--- src/rtl/gcm_pkg.sv ---
package gcm_pkg;
  // Classified retirement beat, derived at the top from the raw stream.
  typedef struct packed {
    logic step;     // an instruction retires while monitoring
    logic seq_end;  // it is an indirect branch
    logic bad_ret;  // it is a return landing off a call site
  } gcm_evt_t;
endpackage

--- src/rtl/gcm_thresh_latch.sv ---
module gcm_thresh_latch #(
  parameter int LEN_W = 6,
  parameter int CNT_W = 5
) (
  input  logic             clk,
  input  logic             rst_n,
  input  logic             enable,
  input  logic [CNT_W-1:0] thr_chain,
  input  logic [LEN_W-1:0] thr_len,
  output logic [CNT_W-1:0] lim_chain,
  output logic [LEN_W-1:0] lim_len
);
  always_ff @(posedge clk or negedge rst_n) begin
    if (!rst_n) begin
      lim_chain <= '0;
      lim_len   <= '0;
    end else if (!enable) begin
      lim_chain <= thr_chain;
      lim_len   <= thr_len;
    end
  end
endmodule

--- src/rtl/gcm_len_counter.sv ---
module gcm_len_counter #(
  parameter int LEN_W = 6
) (
  input  logic             clk,
  input  logic             rst_n,
  input  logic             enable,
  input  gcm_pkg::gcm_evt_t evt,
  output logic [LEN_W-1:0] len_q,
  output logic [LEN_W-1:0] seq_len
);
  localparam logic [LEN_W-1:0] LMAX = {LEN_W{1'b1}};

  assign seq_len = (len_q == LMAX) ? LMAX : len_q + 1'b1;

  always_ff @(posedge clk or negedge rst_n) begin
    if (!rst_n)                 len_q <= '0;
    else if (!enable)           len_q <= '0;
    else if (evt.seq_end)       len_q <= '0;
    else if (evt.step && len_q != LMAX) len_q <= len_q + 1'b1;
  end
endmodule

--- src/rtl/gcm_chain_tracker.sv ---
module gcm_chain_tracker #(
  parameter int LEN_W = 6,
  parameter int CNT_W = 5
) (
  input  logic              clk,
  input  logic              rst_n,
  input  logic              enable,
  input  gcm_pkg::gcm_evt_t evt,
  input  logic [LEN_W-1:0]  seq_len,
  input  logic [LEN_W-1:0]  lim_len,
  input  logic [CNT_W-1:0]  lim_chain,
  output logic [CNT_W-1:0]  chain_q,
  output logic              chain_hit
);
  localparam logic [CNT_W-1:0] CMAX = {CNT_W{1'b1}};

  logic             is_short;
  logic [CNT_W-1:0] chain_nx;

  assign is_short  = seq_len < lim_len;
  assign chain_nx  = !is_short ? '0 : (chain_q == CMAX) ? CMAX : chain_q + 1'b1;
  assign chain_hit = evt.seq_end && is_short && (chain_nx >= lim_chain);

  always_ff @(posedge clk or negedge rst_n) begin
    if (!rst_n)           chain_q <= '0;
    else if (!enable)     chain_q <= '0;
    else if (evt.seq_end) chain_q <= (chain_hit || evt.bad_ret) ? '0 : chain_nx;
  end
endmodule

--- src/rtl/gcm_alarm_unit.sv ---
module gcm_alarm_unit (
  input  logic clk,
  input  logic rst_n,
  input  logic fire,
  input  logic sticky_clr,
  output logic alarm_pulse,
  output logic alarm_sticky
);
  always_ff @(posedge clk or negedge rst_n) begin
    if (!rst_n) begin
      alarm_pulse  <= 1'b0;
      alarm_sticky <= 1'b0;
    end else begin
      alarm_pulse  <= fire;
      alarm_sticky <= fire | (alarm_sticky & ~sticky_clr);
    end
  end
endmodule

--- src/rtl/gadget_chain_monitor.sv ---
module gadget_chain_monitor #(
  parameter int LEN_W = 6,
  parameter int CNT_W = 5
) (
  input  logic             clk,
  input  logic             rst_n,
  input  logic             enable,
  input  logic [CNT_W-1:0] thr_chain,
  input  logic [LEN_W-1:0] thr_len,
  input  logic             retire_vld,
  input  logic             ind_branch,
  input  logic             is_return,
  input  logic             ret_call_preceded,
  input  logic             sticky_clr,
  output logic             alarm_pulse,
  output logic             alarm_sticky,
  output logic [LEN_W-1:0] dbg_seq_len,
  output logic [CNT_W-1:0] dbg_chain_cnt
);
  gcm_pkg::gcm_evt_t evt;
  logic [CNT_W-1:0]  lim_chain;
  logic [LEN_W-1:0]  lim_len;
  logic [LEN_W-1:0]  seq_len;
  logic              chain_hit;

  assign evt.step    = enable & retire_vld;
  assign evt.seq_end = evt.step & ind_branch;
  assign evt.bad_ret = evt.seq_end & is_return & ~ret_call_preceded;

  gcm_thresh_latch #(.LEN_W(LEN_W), .CNT_W(CNT_W)) u_thr (
    .clk(clk), .rst_n(rst_n), .enable(enable),
    .thr_chain(thr_chain), .thr_len(thr_len),
    .lim_chain(lim_chain), .lim_len(lim_len)
  );

  gcm_len_counter #(.LEN_W(LEN_W)) u_len (
    .clk(clk), .rst_n(rst_n), .enable(enable), .evt(evt),
    .len_q(dbg_seq_len), .seq_len(seq_len)
  );

  gcm_chain_tracker #(.LEN_W(LEN_W), .CNT_W(CNT_W)) u_chain (
    .clk(clk), .rst_n(rst_n), .enable(enable), .evt(evt),
    .seq_len(seq_len), .lim_len(lim_len), .lim_chain(lim_chain),
    .chain_q(dbg_chain_cnt), .chain_hit(chain_hit)
  );

  gcm_alarm_unit u_alarm (
    .clk(clk), .rst_n(rst_n), .fire(chain_hit | evt.bad_ret),
    .sticky_clr(sticky_clr),
    .alarm_pulse(alarm_pulse), .alarm_sticky(alarm_sticky)
  );
endmodule

--- config.mk ---
export PLATFORM = sky130hd
export DESIGN_NAME = gadget_chain_monitor
export DESIGN_NICKNAME = d
export VERILOG_FILES = /design/src/rtl/gcm_pkg.sv /design/src/rtl/gcm_thresh_latch.sv /design/src/rtl/gcm_len_counter.sv /design/src/rtl/gcm_chain_tracker.sv /design/src/rtl/gcm_alarm_unit.sv /design/src/rtl/gadget_chain_monitor.sv
export SDC_FILE = /design/constraint.sdc
export NUM_CORES = 1
export LEC_CHECK = 0
export BUFFER_PORTS_ARGS = -buffer_cell sky130_fd_sc_hd__clkbuf_2
export CAP_MARGIN = 20
export CORE_MARGIN = 1.5
export CORE_UTILIZATION = 52
export CTS_BUF_LIST = sky130_fd_sc_hd__clkbuf_2
export CTS_CLUSTER_DIAMETER = 60
export DETAILED_ROUTE_END_ITERATION = 8
export HOLD_SLACK_MARGIN = 0.06
export PLACE_DENSITY = 0.87
export SLEW_MARGIN = 20
export SYNTH_ARGS = -nofsm -noshare
export SYNTH_HDL_FRONTEND = slang
export SYNTH_HIERARCHICAL = 1
export SYNTH_SLANG_ARGS = --single-unit
--- constraint.sdc ---
create_clock -name clk -period 7.3 [get_ports clk]
set_input_delay 1.095 -clock clk [delete_from_list [all_inputs] [get_ports clk]]
set_output_delay 1.095 -clock clk [all_outputs]
set_load 0.02 [all_outputs]
-- After elaboration in Yosys (flattened, before gate mapping)
Index checks and enable logic that the tools add are counted.
- reduce and logical (&&, ||, !) cells: 4
- $add $sub $neg: 2
- bitwise logic cells: 9
- magnitude comparators: 2
- eq/ne operators: 5
- mux-type cells: 9
- operators by type and width (kind ; count):
    5-bit two-way mux ; 5
    6-bit two-way mux ; 4
    6-bit by 1-bit adder with 6-bit output (second input constant) ; 1
    6-bit equality test (second input constant) ; 1
    6-bit less-than comparator ; 1
    6-bit != test (second input constant) ; 1
    5-bit by 1-bit adder with 5-bit output (second input constant) ; 1
    1-bit bitwise AND ; 5
    5-bit equality test (second input constant) ; 1
    5-bit >= comparator ; 1
    1-bit logical AND ; 3
    3-bit by 1-bit != test with 1-bit output (second input constant) ; 1
    2-bit by 1-bit != test with 1-bit output (second input constant) ; 1
    1-bit NOT ; 2
    1-bit bitwise OR ; 2
    1-bit logical OR ; 1
- output and inout bits: 13
- logic and storage cells: 37
- input port bits: 19
- flip-flop bits (word level): 24

-- Logic depth before layout (Yosys ltp)
Gate-level depths: netlist of the first run.
- word-level depth: 10
- depth in mapped cells: 15
- depth with buffers taken out: 15

-- By module
Netlist of the first run, hierarchy kept.
- modules (own cells, without submodules) (module ; seq. area each (um2) ; instances ; area each (um2) ; cells an instance):
    gcm_chain_tracker ; 125.1 ; 1 ; 593.1 ; 71
    gcm_len_counter ; 150.1 ; 1 ; 464.2 ; 49
    gcm_thresh_latch ; 275.3 ; 1 ; 447.9 ; 23
    gcm_alarm_unit ; 50.0 ; 1 ; 61.3 ; 4
    gadget_chain_monitor ; 0.0 ; 1 ; 38.8 ; 5

-- Worst setup path after synthesis of the first run
No wires, ideal clock.
- path type: flip-flop to flip-flop
- start point: register u_len.len_q[0]
- end point: register u_alarm.alarm_sticky
- data required time: 7.182 ns
- clock period less this slack: 3.295 ns
- stages on the path, launching flop included: 16
- slack: 4.005 ns
- setup time: 0.118 ns
- arrival time: 3.177 ns
- path buffers: 0
- path through: dfrtp_1 -> ha_1 -> nand3_1 -> nand2_1 -> mux2_2 -> ha_1 -> a21oi_1 -> o221a_2 -> nand2_1 -> ha_1 -> nand2b_1 -> a21oi_2 -> o21ai_0 -> and3_1 -> a31o_1 -> a21o_1
- word-level cells in the longest chain between the ends: 8
- elaborated cells on any way between the ends: 10
- classes of those cells: add/sub: 1; order compare: 2; eq/ne: 1; mux: 2; bitwise: 2; reduce/logical: 2
- ends and longest elaborated chain (item ; RTL line ; text):
    start: declaration ; gcm_len_counter.sv:8 ; output logic [LEN_W-1:0] len_q,
    start signal: assignment ; gcm_len_counter.sv:19 ; else if (evt.step && len_q != LMAX) len_q <= len_q + 1'b1;
    6-bit by 1-bit adder with 6-bit output or 6-bit equality test (tied branches) ; gcm_len_counter.sv:13 ; assign seq_len = (len_q == LMAX) ? LMAX : len_q + 1'b1;
    6-bit two-way mux (*) ; gcm_len_counter.sv:13 ;
    via seq_len[5] ; gadget_chain_monitor.sv:23 ; logic [LEN_W-1:0] seq_len;
    6-bit less-than comparator (*) ; gcm_chain_tracker.sv:20 ; assign is_short = seq_len < lim_len;
    5-bit two-way mux ; gcm_chain_tracker.sv:21 ; assign chain_nx = !is_short ? '0 : (chain_q == CMAX) ? CMAX : chain_q + 1'b1;
    5-bit >= comparator ; gcm_chain_tracker.sv:22 ; assign chain_hit = evt.seq_end && is_short && (chain_nx >= lim_chain);
    1-bit logical AND (*) ; gcm_chain_tracker.sv:22 ;
    via chain_hit ; gadget_chain_monitor.sv:24 ; logic chain_hit;
    1-bit bitwise OR (*) ; gadget_chain_monitor.sv:48 ; .clk(clk), .rst_n(rst_n), .fire(chain_hit | evt.bad_ret),
    1-bit bitwise OR (*) ; gcm_alarm_unit.sv:15 ; alarm_sticky <= fire | (alarm_sticky & ~sticky_clr);
    end signal: assignment ; gcm_alarm_unit.sv:15 ;
    end: declaration ; gcm_alarm_unit.sv:7 ; output logic alarm_sticky
The timed path passes the listed nets; every way through them passes the cells marked *.
A chain may end at the register's enable or synchronous reset.

-- Worst setup path after layout of the first run
Ends and elaborated chain as after synthesis.

==> results of run 1 <==
==> state kept, by name, summed over array words and instances (netlist names) <==
| name | flops |
|---|---|
| u_len/len_q | 6 |
| u_thr/lim_len | 6 |
| u_chain/chain_q | 5 |
| u_thr/lim_chain | 5 |
| u_alarm/alarm_pulse | 1 |
| u_alarm/alarm_sticky | 1 |
==> report_power, final <==
part / internal, uW / switching [uW] / total [uW]
sequential: 141 / 5.37 / 146
clock: 11.2 / 36.6 / 47.8
combinational: 24.2 / 24.5 / 48.7
total: 176 / 66.5 / 242
==> critical path, cell delays in order (launching register included) <==
cell	delay (ps)
dfrtp_1	490
ha_1	310
nand3_1	150
nand2_1	70
mux2_2	270
ha_1	310
a21oi_1	270
o221ai_2	190
nor2_1	200
ha_1	270
a21o_1	180
a21oi_1	180
o21ai_0	120
and3_1	200
a31o_1	190
a21o_1	150
==> per-layer routing <==
layer / vias to the layer above / part of all wire / GRT usage
li1: 605 / - / -
met1: 586 / 0.44 / 0.250
met2: 51 / 0.49 / 0.343
met3: 5 / 0.058 / 0.0352
met4: 0 / 0.015 / 0.0930
met5: - / 0 / 0
==> per-stage QoR <==
step	setup WS [ps]	utilization	std cells	hold WS [ps]
final	3690	0.617	213	512
after global routing	3400	0.617	213	549
after CTS	3770	0.617	213	519
after detailed placement	3820	0.612	210	466
after global placement	4010	0.612	210	462
after floorplan	4000	-	152	479
==> cells by family (layout without fill, tap and decap cells) <==
family | count (synthesis) | after routing | share of synthesized area
muxes | 15 | 15 | 0.126
buffers and inverters | 17 | 47 | 0.0639
adders and majority gates | 12 | 12 | 0.0935
AOI/OAI and AO/OA | 34 | 34 | 0.167
xor gates and xnor gates | 1 | 1 | 0.00546
and+or+nand+nor | 49 | 49 | 0.170
DFF | 24 | 24 | 0.374
==> path summary, 6_finish.rpt <==
kind	end	slack, ps	cells past startpoint
max in group asynchronous	u_alarm/alarm_pulse	6190	1
min in group asynchronous	u_thr/lim_len[1]	710	1
worst min register to register	u_alarm/alarm_sticky	510	1
worst min-delay path	u_alarm/alarm_sticky	510	1
worst max register to register	u_alarm/alarm_sticky	3690	15
worst max-delay path	u_alarm/alarm_sticky	3690	15
==> placed cells by master, fill, tap and decap left out, drive strengths merged, types with 3 or more instances in the layout <==
cell / Yosys / final
clkbuf: 0 / 34
dfrtp: 24 / 24
nand2: 15 / 15
inv: 13 / 13
ha: 12 / 12
mux2: 12 / 12
a21oi: 9 / 9
nor2: 8 / 8
nand3: 7 / 7
a31oi: 6 / 6
o21ai: 5 / 5
and3: 5 / 5
nand2b: 4 / 4
mux2i: 3 / 3
==> final cells by class <==
type / count / area share
sequential: 24 / 0.341
clock buffer: 3 / 0.00853
tap: 31 / 0.0220
timing repair buffer: 31 / 0.0881
multi-input combinational: 111 / 0.512
inverter: 13 / 0.0277
==> results.py, run 1 <==
metrics = {
    "outcome": {
        "status": "complete, no violations",
    },
    "cells_and_area": {
        "diodes": 0,
        "stdcell_area_um2": 1760,
        "area_delta_synth_final_pct": 9.66,
        "regArea_um2": 601,
        "drive_above_1_share": 0.330,
        "layout.nets": 215,
        "fillers": 231,
        "multi_input_area_um2": 902,
    },
    "timing": {
        "worst_pin_slew_ps": 594,
        "tns_ps": 0,
        "fin_crit_sh": 0.495,
        "slew_viol_final": 0,
        "max_freq_mhz": 277,
        "relSlewSlack": 0.604,
        "fin_skew_ps": 6.26,
        "period_minus_slack_ps": 3610,
        "hold_viol_final": 0,
        "grt_setup_unrepaired": "false",
        "setup_viol": 0,
    },
    "global_route": {
        "grt_pass1_vias": 1264,
        "grt_pass1_wl_um": 5340,
        "grt-ovfl-total": 0,
        "grt_max_degree": 25,
        "grt.total_usage": 0.202,
        "antenna_found_initial": 0,
    },
    "setup_path": {
        "r2r_start": "u_len/len_q[0]",
        "worstPathRequired_ps": 7560,
        "critPathKind": "register to register",
        "path_max_fanout": 7,
        "cp-start-kind": "register",
        "crit_arrival_ps": 3870,
        "critPathCaptureType": "register",
        "crit_start": "u_len/len_q[0]",
    },
    "synthesis": {
        "syn-instance-count": 152,
        "synthTopCellsByCount": "24 x dfrtp_1, 15 x nand2_1, 13 x inv_1, 12 x ha_1, 10 x mux2_4",
        "synthDistinctLibCells": 43,
        "syn-cell-area_um2": 1610,
        "ys.flop_type": "dfrtp_1",
        "synth.avg_cell_area_um2": 10.6,
        "yosys_warnings": 6,
        "synth_edf_count": 0,
        "syn_nets": 183,
        "synth.area.top_cells": "dfrtp_1 37%, ha_1 9.4%, mux2_4 9.4%",
        "synth_top_area_frac": 0.374,
        "synth_seq_cells": 24,
        "yosysSeqAreaShare": 0.374,
        "async_flop_share": 1.00,
        "synth_most_common_cell": "dfrtp_1",
        "post-synth-top-area-cell": "dfrtp_1",
    },
    "clock_network": {
        "clock_latency_ps": 330,
        "cts_tree": "done",
        "post-cts-setup-buffer-count": 0,
        "ctsResizeCount": 0,
        "clk_pin_slew_ps": 200,
        "cts_hold_buffers": 0,
        "root_buffer": "clkbuf_2",
        "cts_inserted_buffers": 3,
        "cts.htree.levels": 1,
        "cts_sinks": 24,
        "cts.path.max_buffers": 2,
    },
    "die": {
        "core-area_um2": 2850,
        "die_x_um": 58.6,
        "start_util": 0.563,
        "rows": 19,
        "die_height_um": 58.6,
        "io_pins": 32,
        "dieArea_um2": 3430,
    },
    "hold_path": {
        "holdCritStartpoint": "u_alarm/alarm_sticky",
        "hold_path_class": "register to register",
    },
    "route": {
        "drt-initial-drc-count": 39,
        "post_drt_wl_per_cell_um": 14.3,
        "postRouteAntennaNets": 0,
        "vias_per_cell": 5.85,
        "dr.pass1.iters": 4,
        "drt_wl_total_um": 3050,
        "vias": 1247,
        "post-route-drc-count": 0,
    },
    "pwr": {
        "peakVddDrop_v": 0.000134,
        "total_power_uw": 242,
        "p_leak_uw": 0.000939,
        "p_per_area_nw_per_um2": 138,
    },
    "placement": {
        "dp_hpwl_um": 2340,
        "place_area_um2": 1750,
        "gp_congestion": 0.863,
        "io_buffers": 31,
    },
    "job": {
        "drv.max_cap_violation_count": 0,
    },
}
(Power assumes the default switching activity.)
==> inputs of run 2 (changes only) <==
- clock period: 7.3 -> 3.62 ns (I/O delays scaled with it)
==> results.py, run 2 (same netlist as run 1, synthesis figures left out) <==
metrics = {
    "outcome": {
        "status": "complete, no violations",
    },
    "cells_and_area": {
        "layout_commonest_cell": "clkbuf_2",
        "drive_above_1_share": 0.383,
        "layout.nets": 221,
        "reg_top3": "u_len/len_q x6, u_thr/lim_len x6",
        "stdcell_area_um2": 1840,
        "area_delta_synth_final_pct": 14.6,
        "fin_cells": 219,
        "layout_common_cells": "34 x clkbuf_2, 22 x dfrtp_1, 15 x nand2_1, 13 x inv_1",
        "diodes": 0,
        "fillers": 223,
    },
    "route": {
        "vias": 1331,
        "drt_wl_total_um": 3670,
        "post-route-drc-count": 0,
        "postRouteAntennaNets": 0,
        "vias_per_cell": 6.08,
        "drt-initial-drc-count": 70,
        "post_drt_wl_per_cell_um": 16.7,
        "dr.pass1.iters": 4,
    },
    "setup_path": {
        "critPathKind": "register to register",
        "cp.depth": 15,
        "cp-start-kind": "register",
        "crit_path_frequent_cell": "a21o_1",
        "crit_arrival_ps": 3730,
        "crit_start": "u_len/len_q[0]",
        "path_delay_family": "compound AO/OA/AOI/OAI gates",
        "worstPathRequired_ps": 3880,
        "path_max_fanout": 5,
        "r2r_start": "u_len/len_q[0]",
        "critPathBufInv": 1,
        "max_stage_delay_ps": 470,
        "critical_path.slowest_cell": "dfrtp_2",
        "worstPathCellList": "buf_4 > nand3_1 > nor2_1 > mux2_2 > ha_4 > nand4_1 > o221ai_2 > nor2_2 > ha_1 > a21o_1 > a21oi_1 > o21ai_0 > and3_1 > a31o_1 > a21o_1",
        "critPathCaptureType": "register",
        "r2r_cells": 15,
    },
    "die": {
        "rows": 19,
        "io_pins": 32,
        "dieArea_um2": 3430,
        "die_x_um": 58.6,
        "core-area_um2": 2850,
        "start_util": 0.563,
        "die_height_um": 58.6,
    },
    "placement": {
        "dp_hpwl_um": 2480,
        "place_area_um2": 1760,
        "gp_congestion": 0.863,
        "dp_cells": 212,
        "io_buffers": 31,
        "dp_slack_ps": 109,
    },
    "timing": {
        "fin_skew_ps": 11.1,
        "relSlewSlack": 0.612,
        "worst_pin_slew_ps": 582,
        "max_freq_mhz": 288,
        "fin_crit_sh": 0.961,
        "setup_slack_ps": 143,
        "hold_viol_final": 0,
        "slew_viol_final": 0,
        "period_minus_slack_ps": 3480,
        "setup_viol": 0,
    },
    "clock_network": {
        "root_buffer": "clkbuf_2",
        "cts_tree": "done",
        "clock_latency_ps": 330,
        "cts_inserted_buffers": 3,
        "cts_sinks": 24,
        "cts.htree.levels": 1,
        "clk_pin_slew_ps": 210,
        "cts.path.max_buffers": 2,
    },
    "hold_path": {
        "hold_path_class": "input pin to async pin",
    },
    "pwr": {
        "peakVddDrop_v": 0.000233,
        "total_power_uw": 500,
        "p_per_area_nw_per_um2": 272,
        "p_leak_uw": 0.000963,
    },
    "global_route": {
        "grt.total_usage": 0.205,
        "grt_max_degree": 25,
        "grt-ovfl-total": 0,
        "grt_pass1_vias": 1235,
        "grt_pass1_wl_um": 5390,
        "antenna_found_initial": 0,
    },
    "job": {
        "drv.max_cap_violation_count": 0,
    },
}
## run 2: what timing repair did
action                                  4_1_cts  5_1_grt
hold buffers                                  0        0
endpoints found under the setup margin        0        3
gates resized for setup                       0        7
setup buffers                                 0        4
## run 2: layout make-up
| type | instances | area (um2) | share of cell area |
|---|---|---|---|
| inverter | 13 | 48.8 | 0.0265 |
| tap | 31 | 38.8 | 0.0211 |
| sequential | 24 | 603 | 0.328 |
| clock buffer | 3 | 15.0 | 0.00816 |
| multi-input combinational | 111 | 933 | 0.507 |
| timing repair buffer | 37 | 200 | 0.109 |
## run 2: per-stage QoR
stage	setup TNS [ps]	hold slack, ps	utilization
floorplan	0	247	-
global placement	0	462	0.617
detailed placement	0	471	0.617
CTS	0	167	0.622
global route	-48.2	179	0.645
finish	0	161	0.645
## run 2: worst register-to-register path, stage by stage, from the launching register on
cell,delay (ps)
dfrtp_2,470
buf_4,130
nand3_1,120
nor2_1,140
mux2_2,380
ha_4,290
nand4_1,150
o221ai_2,330
nor2_2,100
ha_1,300
a21o_1,180
a21oi_1,170
o21ai_0,110
and3_1,190
a31o_1,200
a21o_1,150
## run 2: report_power, final
part	switching (uW)	internal, uW
clock network	74.7	22.6
registers	11.8	284
logic	53.9	53.6
total	140	360
## run 2: metal layers
layer | wire length [um] | GRT usage | vias to the layer above
met1 | 1480 | 0.263 | 626
met4 | 78 | 0.0731 | 0
li1 | - | - | 617
met2 | 1870 | 0.356 | 80
met3 | 238 | 0.0242 | 8
met5 | 0 | 0 | -
## run 2: final timing paths
kind	to	slack, ps
worst max-delay path	u_alarm/alarm_sticky	140
worst min-delay path	u_thr/lim_len[1]	160
worst max register to register	u_alarm/alarm_sticky	140
worst min register to register	u_alarm/alarm_sticky	530
max in group asynchronous	u_len/len_q[2]	3050
min in group clk	u_thr/lim_len[2]	420
